==> src/rtl/bsalu_pkg.sv <==
package bsalu_pkg;

  typedef enum logic [2:0] {
    OP_NEQ  = 3'b000,
    OP_ADD  = 3'b001,
    OP_AND  = 3'b010,
    OP_OR   = 3'b011,
    OP_EQ   = 3'b100,
    OP_SUB  = 3'b101,
    OP_NOR  = 3'b110,
    OP_NAND = 3'b111
  } op_e;

  // Which slice output feeds the result word.
  typedef enum logic [1:0] {
    K_ARITH = 2'd0,
    K_LOGIC = 2'd1,
    K_CMP   = 2'd2
  } kind_e;

  typedef enum logic [1:0] {
    L_AND  = 2'd0,
    L_OR   = 2'd1,
    L_NOR  = 2'd2,
    L_NAND = 2'd3
  } lfn_e;

  typedef struct packed {
    kind_e kind;
    logic  inv_b;    // invert B in every slice and force carry-in high
    lfn_e  lfn;
    logic  cmp_inv;  // invert the equality chain result (NEQ)
  } ctrl_t;

endpackage

==> src/rtl/bsalu_decode.sv <==
module bsalu_decode
  import bsalu_pkg::*;
(
  input  logic [2:0] op_code,
  output ctrl_t      ctrl
);

  always_comb begin
    ctrl.kind    = K_LOGIC;
    ctrl.inv_b   = 1'b0;
    ctrl.lfn     = L_AND;
    ctrl.cmp_inv = 1'b0;
    case (op_code)
      OP_ADD: ctrl.kind = K_ARITH;
      OP_SUB: begin
        ctrl.kind  = K_ARITH;
        ctrl.inv_b = 1'b1;
      end
      OP_AND:  ctrl.lfn = L_AND;
      OP_OR:   ctrl.lfn = L_OR;
      OP_NOR:  ctrl.lfn = L_NOR;
      OP_NAND: ctrl.lfn = L_NAND;
      OP_EQ:   ctrl.kind = K_CMP;
      OP_NEQ: begin
        ctrl.kind    = K_CMP;
        ctrl.cmp_inv = 1'b1;
      end
      default: ctrl.kind = K_LOGIC;
    endcase
  end

endmodule

==> src/rtl/bsalu_slice.sv <==
module bsalu_slice
  import bsalu_pkg::*;
(
  input  logic  a_bit,
  input  logic  b_bit,
  input  kind_e kind,
  input  logic  inv_b,
  input  lfn_e  lfn,
  input  logic  carry_in,
  input  logic  eq_in,
  output logic  r_bit,
  output logic  carry_nxt,
  output logic  eq_nxt
);

  logic b_eff;
  logic half;
  logic sum;
  logic lval;

  always_comb begin
    b_eff     = b_bit ^ inv_b;
    half      = a_bit ^ b_eff;
    sum       = half ^ carry_in;
    carry_nxt = (a_bit & b_eff) | (carry_in & half);
    // Equality uses the raw B bit, independent of the subtract inversion.
    eq_nxt    = eq_in & ~(a_bit ^ b_bit);

    case (lfn)
      L_AND:   lval = a_bit & b_bit;
      L_OR:    lval = a_bit | b_bit;
      L_NOR:   lval = ~(a_bit | b_bit);
      L_NAND:  lval = ~(a_bit & b_bit);
      default: lval = 1'b0;
    endcase

    case (kind)
      K_ARITH: r_bit = sum;
      K_LOGIC: r_bit = lval;
      default: r_bit = 1'b0;
    endcase
  end

endmodule

==> src/rtl/bsalu_finish.sv <==
module bsalu_finish
  import bsalu_pkg::*;
#(
  parameter int W = 8
) (
  input  kind_e          kind,
  input  logic           cmp_inv,
  input  logic [W-1:0]   slice_r,
  input  logic           top_carry,
  input  logic           eq_chain,
  output logic [W-1:0]   result,
  output logic           carry_out,
  output logic           cmp_flag
);

  logic is_cmp;

  always_comb begin
    is_cmp    = (kind == K_CMP);
    cmp_flag  = is_cmp & (eq_chain ^ cmp_inv);
    carry_out = (kind == K_ARITH) & top_carry;
    result    = slice_r;
    if (is_cmp) begin
      result    = '0;
      result[0] = cmp_flag;
    end
  end

endmodule

==> src/rtl/bitslice_alu.sv <==
module bitslice_alu
  import bsalu_pkg::*;
#(
  parameter int W = 8
) (
  input  logic [2:0]   op_code,
  input  logic [W-1:0] opnd_a,
  input  logic [W-1:0] opnd_b,
  output logic [W-1:0] result,
  output logic         carry_out,
  output logic         cmp_flag
);

  ctrl_t        ctrl;
  logic [W:0]   carry_c;
  logic [W:0]   eq_c;
  logic [W-1:0] slice_r;

  bsalu_decode u_dec (
    .op_code (op_code),
    .ctrl    (ctrl)
  );

  assign carry_c[0] = ctrl.inv_b;
  assign eq_c[0]    = 1'b1;

  for (genvar i = 0; i < W; i++) begin : g_slice
    bsalu_slice u_slice (
      .a_bit     (opnd_a[i]),
      .b_bit     (opnd_b[i]),
      .kind      (ctrl.kind),
      .inv_b     (ctrl.inv_b),
      .lfn       (ctrl.lfn),
      .carry_in  (carry_c[i]),
      .eq_in     (eq_c[i]),
      .r_bit     (slice_r[i]),
      .carry_nxt (carry_c[i+1]),
      .eq_nxt    (eq_c[i+1])
    );
  end

  bsalu_finish #(.W(W)) u_fin (
    .kind      (ctrl.kind),
    .cmp_inv   (ctrl.cmp_inv),
    .slice_r   (slice_r),
    .top_carry (carry_c[W]),
    .eq_chain  (eq_c[W]),
    .result    (result),
    .carry_out (carry_out),
    .cmp_flag  (cmp_flag)
  );

endmodule

==> config.mk <==
export PLATFORM = sky130hd
export DESIGN_NAME = bitslice_alu
export DESIGN_NICKNAME = d
export VERILOG_FILES = /design/src/rtl/bsalu_pkg.sv /design/src/rtl/bsalu_decode.sv /design/src/rtl/bsalu_slice.sv /design/src/rtl/bsalu_finish.sv /design/src/rtl/bitslice_alu.sv
export SDC_FILE = /design/constraint.sdc
export NUM_CORES = 1
export LEC_CHECK = 0
export ABC_AREA = 0
export BUFFER_PORTS_ARGS = -buffer_cell sky130_fd_sc_hd__buf_2
export CELL_PAD_IN_SITES_DETAIL_PLACEMENT = 0
export CELL_PAD_IN_SITES_GLOBAL_PLACEMENT = 1
export CORE_MARGIN = 2
export CORE_UTILIZATION = 37
export DETAILED_ROUTE_END_ITERATION = 10
export PLACE_DENSITY_LB_ADDON = 0.1
export REMOVE_ABC_BUFFERS = 1
export SYNTH_ARGS = -nofsm -noshare
export SYNTH_HDL_FRONTEND = slang
export SYNTH_SLANG_ARGS = --single-unit
==> constraint.sdc <==
create_clock -name vclk -period 5.52
set_input_delay 1.104 -clock vclk [all_inputs]
set_output_delay 1.104 -clock vclk [all_outputs]
set_load 0.1 [all_outputs]
# Word-level counts from Yosys, hierarchy flattened
# Cells that the tools add are included.
# op_classes
n_eq_ne	11
n_mux	21
bitwise	106
n_reduce_logical	5
# ops
op	count
bitwise AND 1 bit	33
XOR 1 bit	33
one-hot mux 1 bit (4 select lines)	8
inverter 1 bit	24
OR 1 bit	16
one-hot mux 1 bit (2 select lines)	8
equality test 3 bit (second input constant)	4
two-way mux 8 bit	1
equality test 2 bit (second input constant)	3
one-hot mux 2 bit (3 select lines)	1
equality test 2 x 1 -> 1 bit (second input constant)	2
zero test 2 bit	2
one-hot mux 2 bit (2 select lines)	1
OR reduction 2 bit	2
equality test 3 x 1 -> 1 bit (second input constant)	1
equality test 3 x 2 -> 1 bit (second input constant)	1
zero test 3 bit	1
two-way mux 1 bit	2
# word_totals
reg_bits	0
out_inout_bits	10

# Depth between registers and ports, before layout
# depth
depth_word	21
ltp_mapped	13
depth_no_buf	12

# By module
# A second synthesis with hierarchy kept.
# unflattened
hier_cells	149
hier_area_um2	1117.3
# modules_own_cells
module	instances	cells_per_inst	area_each_um2
bsalu_slice	8	16	121.4
bsalu_finish	1	14	106.4
bsalu_decode	1	6	36.3
bitslice_alu	1	1	3.8

# Worst setup path after synthesis
# No wires, ideal clock.
# synth_path
kind	input -> output
startpoint	input op_code[2]
endpoint	output result[7]
arrival_ps	5503
required_ps	4416
path_slack_ps	-1087
stages	13
path_buffers	2
cell_sequence	buf_6 > buf_2 > nand2_2 > xnor2_1 > fa_1 > fa_1 > fa_1 > fa_1 > inv_1 > fa_1 > fa_1 > fa_1 > o22ai_1
# synth_between
elab_chain_len	21
# synth_rtl
item	line	text
from (decl)	bitslice_alu.sv:6	input logic [2:0] op_code,
equality test 3 bit	bsalu_decode.sv:13	case (op_code)
two-way mux 1 bit	bsalu_decode.sv:13	
XOR 1 bit	bsalu_slice.sv:22	b_eff = b_bit ^ inv_b;
XOR 1 bit	bsalu_slice.sv:23	half = a_bit ^ b_eff;
bitwise AND 1 bit	bsalu_slice.sv:25	carry_nxt = (a_bit & b_eff) | (carry_in & half);
OR 1 bit	bsalu_slice.sv:25	
bitwise AND 1 bit	bsalu_slice.sv:25	
OR 1 bit	bsalu_slice.sv:25	
[5 not listed]	n/a	
OR 1 bit	bsalu_slice.sv:25	
bitwise AND 1 bit	bsalu_slice.sv:25	
OR 1 bit	bsalu_slice.sv:25	
bitwise AND 1 bit	bsalu_slice.sv:25	
OR 1 bit	bsalu_slice.sv:25	
XOR 1 bit	bsalu_slice.sv:24	sum = half ^ carry_in;
one-hot mux 1 bit (2 select lines)	bsalu_slice.sv:37	case (kind)
two-way mux 8 bit *	bsalu_finish.sv:23	if (is_cmp) begin
to (decl)	bitslice_alu.sv:9	output logic [W-1:0] result,
# Mark *: on every way between the ends. The rest lies on a longest branch, timed or not.

# Final worst setup path
# layout_path
startpoint	input op_code[0]
endpoint	output result[7]
# The elaborated chain is that of the path after synthesis.

==> results by group <==
STA
  • Slew @ Worst Pin: around 490 ps
  • Final Setup Violations: 0
  • Unrepaired setup endpoints after global routing: no
  • Fin. Hold Viols: 0
  • Slew Viols, Final: 0
  • Setup WS post-layout: 102 ps
  • Fin crit share: 98.2%
  • Crit path time final: 5420 ps
  • Slew margin rel.: 67.8%
  • Max Freq: 185 MHz

Final layout
  • Non-Filler Instances: ~180
  • Ant. Diodes: 0
  • # clk buffers: 0
  • Nets: 192
  • # fillers: 238
  • Share of layout cells above drive strength 1: 33.1%
  • Design Area, Final: 1230 µm²
  • Register area: 0 µm²
  • Commonest cells after routing, fill and taps aside: inv_1, buf_2, ha_1
  • Util after Layout: ~51%
  • Most common cell after layout, fill and taps aside: inv_1
  • Seq cells: 0
  • Layout area overhead: 34.2%

Setup path
  • CP Max Fanout: 2
  • Setup CP Type: input port to output pin
  • Crit. End Element: output pin
  • Crit start category: input port
  • Crit-path slowest cell: fa_1
  • Slowest stage delay, CP: 420 ps
  • Buffers and inverters on the worst path: 4
  • Critical path arrival: 4310 ps
  • Crit-path leading delay family: adder cells
  • Critical path required time: 4420 ps
  • Most used cell, CP: fa_2
  • Worst-path cell chain: buf_2 -> and2b_4 -> nand2_4 -> buf_4 -> o21ai_1 -> fa_2 -> fa_2 -> fa_2 -> fa_2 -> inv_2 -> fa_2 -> fa_2 -> fa_1 -> o22ai_2 -> buf_12

Global routing
  • Global-route wire length before repair: 3.40 mm
  • Antenna violations before repair: 0
  • Largest net degree at the start of global routing: 28
  • Gr usage total: 15.6%
  • GRT overflow: 0
  • Vias in the first global route: 832

Pwr
  • Tot Pwr: 0.000178 W
  • Pwr dens: 144 nW/µm²
  • Peak VDD IR: 0.000118 V
  • Leakage: 0.630 nW

Floorplanning
  • Die Ht: 53.8 µm
  • Initial core utilization: 38.1%
  • Die Area: 2900 µm²
  • Num rows: 18
  • Core Footprint: roughly 2400 µm²
  • IO Pins: 29
  • Die X: between 50 and 60 µm

Detailed routing
  • Vias: 865
  • TritonRoute pass-1 iters: 2
  • Final wirelength: 2.06 mm
  • WL/cell: 11.6 µm
  • Iter 0 DRT Violations: 8
  • # DRC: 0
  • Post-route ant nets: 0
  • Via/cell ratio: between 4 and 5

Yosys
  • Ys Warns: 0
  • Synthesized area per cell: 7.78 µm²
  • Unique masters post-synth: 23
  • Post-Synthesis Cell Area: approximately 900 µm²
  • Post-Syn Instances: 118
  • Sequential share of the synthesized area: 0%

Placed design
  • Placed Cells: 178
  • Place WS: -174 ps
  • DP HPWL: 1.78 mm
  • GP Congestion: 0.782
  • Area after DPL: 1180 µm²
  • Port bufs: 29

Hold path
  • Worst min path class: input port to output pin

Run
  • MaxCap Viol Count: 0

Clock network
  • # hold bufs at CTS: 0
  • Setup bufs post-CTS: 0

Run status
  • Status: completed
through the flow:
stage | hold slack (ps) | TNS [ps]
final | 2730 | 0
after global routing | 2740 | 0
after CTS | 2760 | 0
after detailed placement | 2750 | -174
after global placement | 2750 | -97.5
after floorplan | 2320 | -3080
worst paths after layout:
| path | start | to | slack [ps] | depth (start not counted) |
|---|---|---|---|---|
| setup / recovery | op_code[0] | result[7] | 100 | 15 |
| hold / removal | op_code[1] | cmp_flag | 2730 | 4 |
what timing repair did:
item,CTS,global route
resized for setup,6,6
pin swaps,1,0
setup endpoints to repair,1,2
synthesized netlist by cell type:
| cell type | n | area (µm²) |
|---|---|---|
| mux2i_1 | 7 | 70.1 |
| a221o_1 | 1 | 10.0 |
| ha_1 | 16 | 200 |
| nor2b_1 | 2 | 12.5 |
| o21ai_0 | 3 | 15.0 |
| nor4_4 | 1 | 21.3 |
| nor4_2 | 1 | 12.5 |
| fa_1 | 7 | 140 |
| a21oi_1 | 8 | 40.0 |
| nor4b_4 | 1 | 23.8 |
| buf_2 | 2 | 10.0 |
| nand3_1 | 1 | 5.00 |
| buf_6 | 2 | 22.5 |
| o21ai_1 | 5 | 25.0 |
| inv_1 | 26 | 97.6 |
| a211oi_1 | 7 | 52.6 |
| o22ai_1 | 3 | 18.8 |
| buf_4 | 1 | 7.51 |
| nand2_1 | 7 | 26.3 |
| nor2_1 | 8 | 30.0 |
| nand2_2 | 1 | 6.26 |
| and2b_4 | 1 | 10.0 |
| xnor2_1 | 7 | 61.3 |
area by class of cell:
| cell class | instances | area [µm²] | area share, % |
|---|---|---|---|
| Tap cell | 30 | 37.5 | 3.05 |
| Multi-Input combinational cell | 87 | 826 | 67.0 |
| Timing Repair Buffer | 35 | 272 | 22.0 |
| Inverter | 26 | 97.6 | 7.92 |
power by group:
group          internal [W]  switching, W
registers                 0             0
logic             0.0000612      0.000117
clock network             0             0
layer usage:
layer / vias to the layer above / part of all wire [%] / GRT usage, %
li1: 451 / - / -
met1: 398 / 42 / 17.7
met5: - / 0 / 0
met2: 16 / 54 / 33.3
met4: 0 / 0 / 0
met3: 0 / 3.5 / 0
cell families (layout without fill, tap and decap cells):
logic type / Yosys count / after routing / share of synthesized area (%)
xor+xnor: 7 / 7 / 6.68
simple gates: 23 / 23 / 16.1
mux: 7 / 7 / 7.63
fa+ha+maj: 23 / 23 / 37.1
compound gates: 27 / 27 / 17.6
buf+inv: 31 / 61 / 15.0
Note: power is estimated with default switching activity, not from simulation.
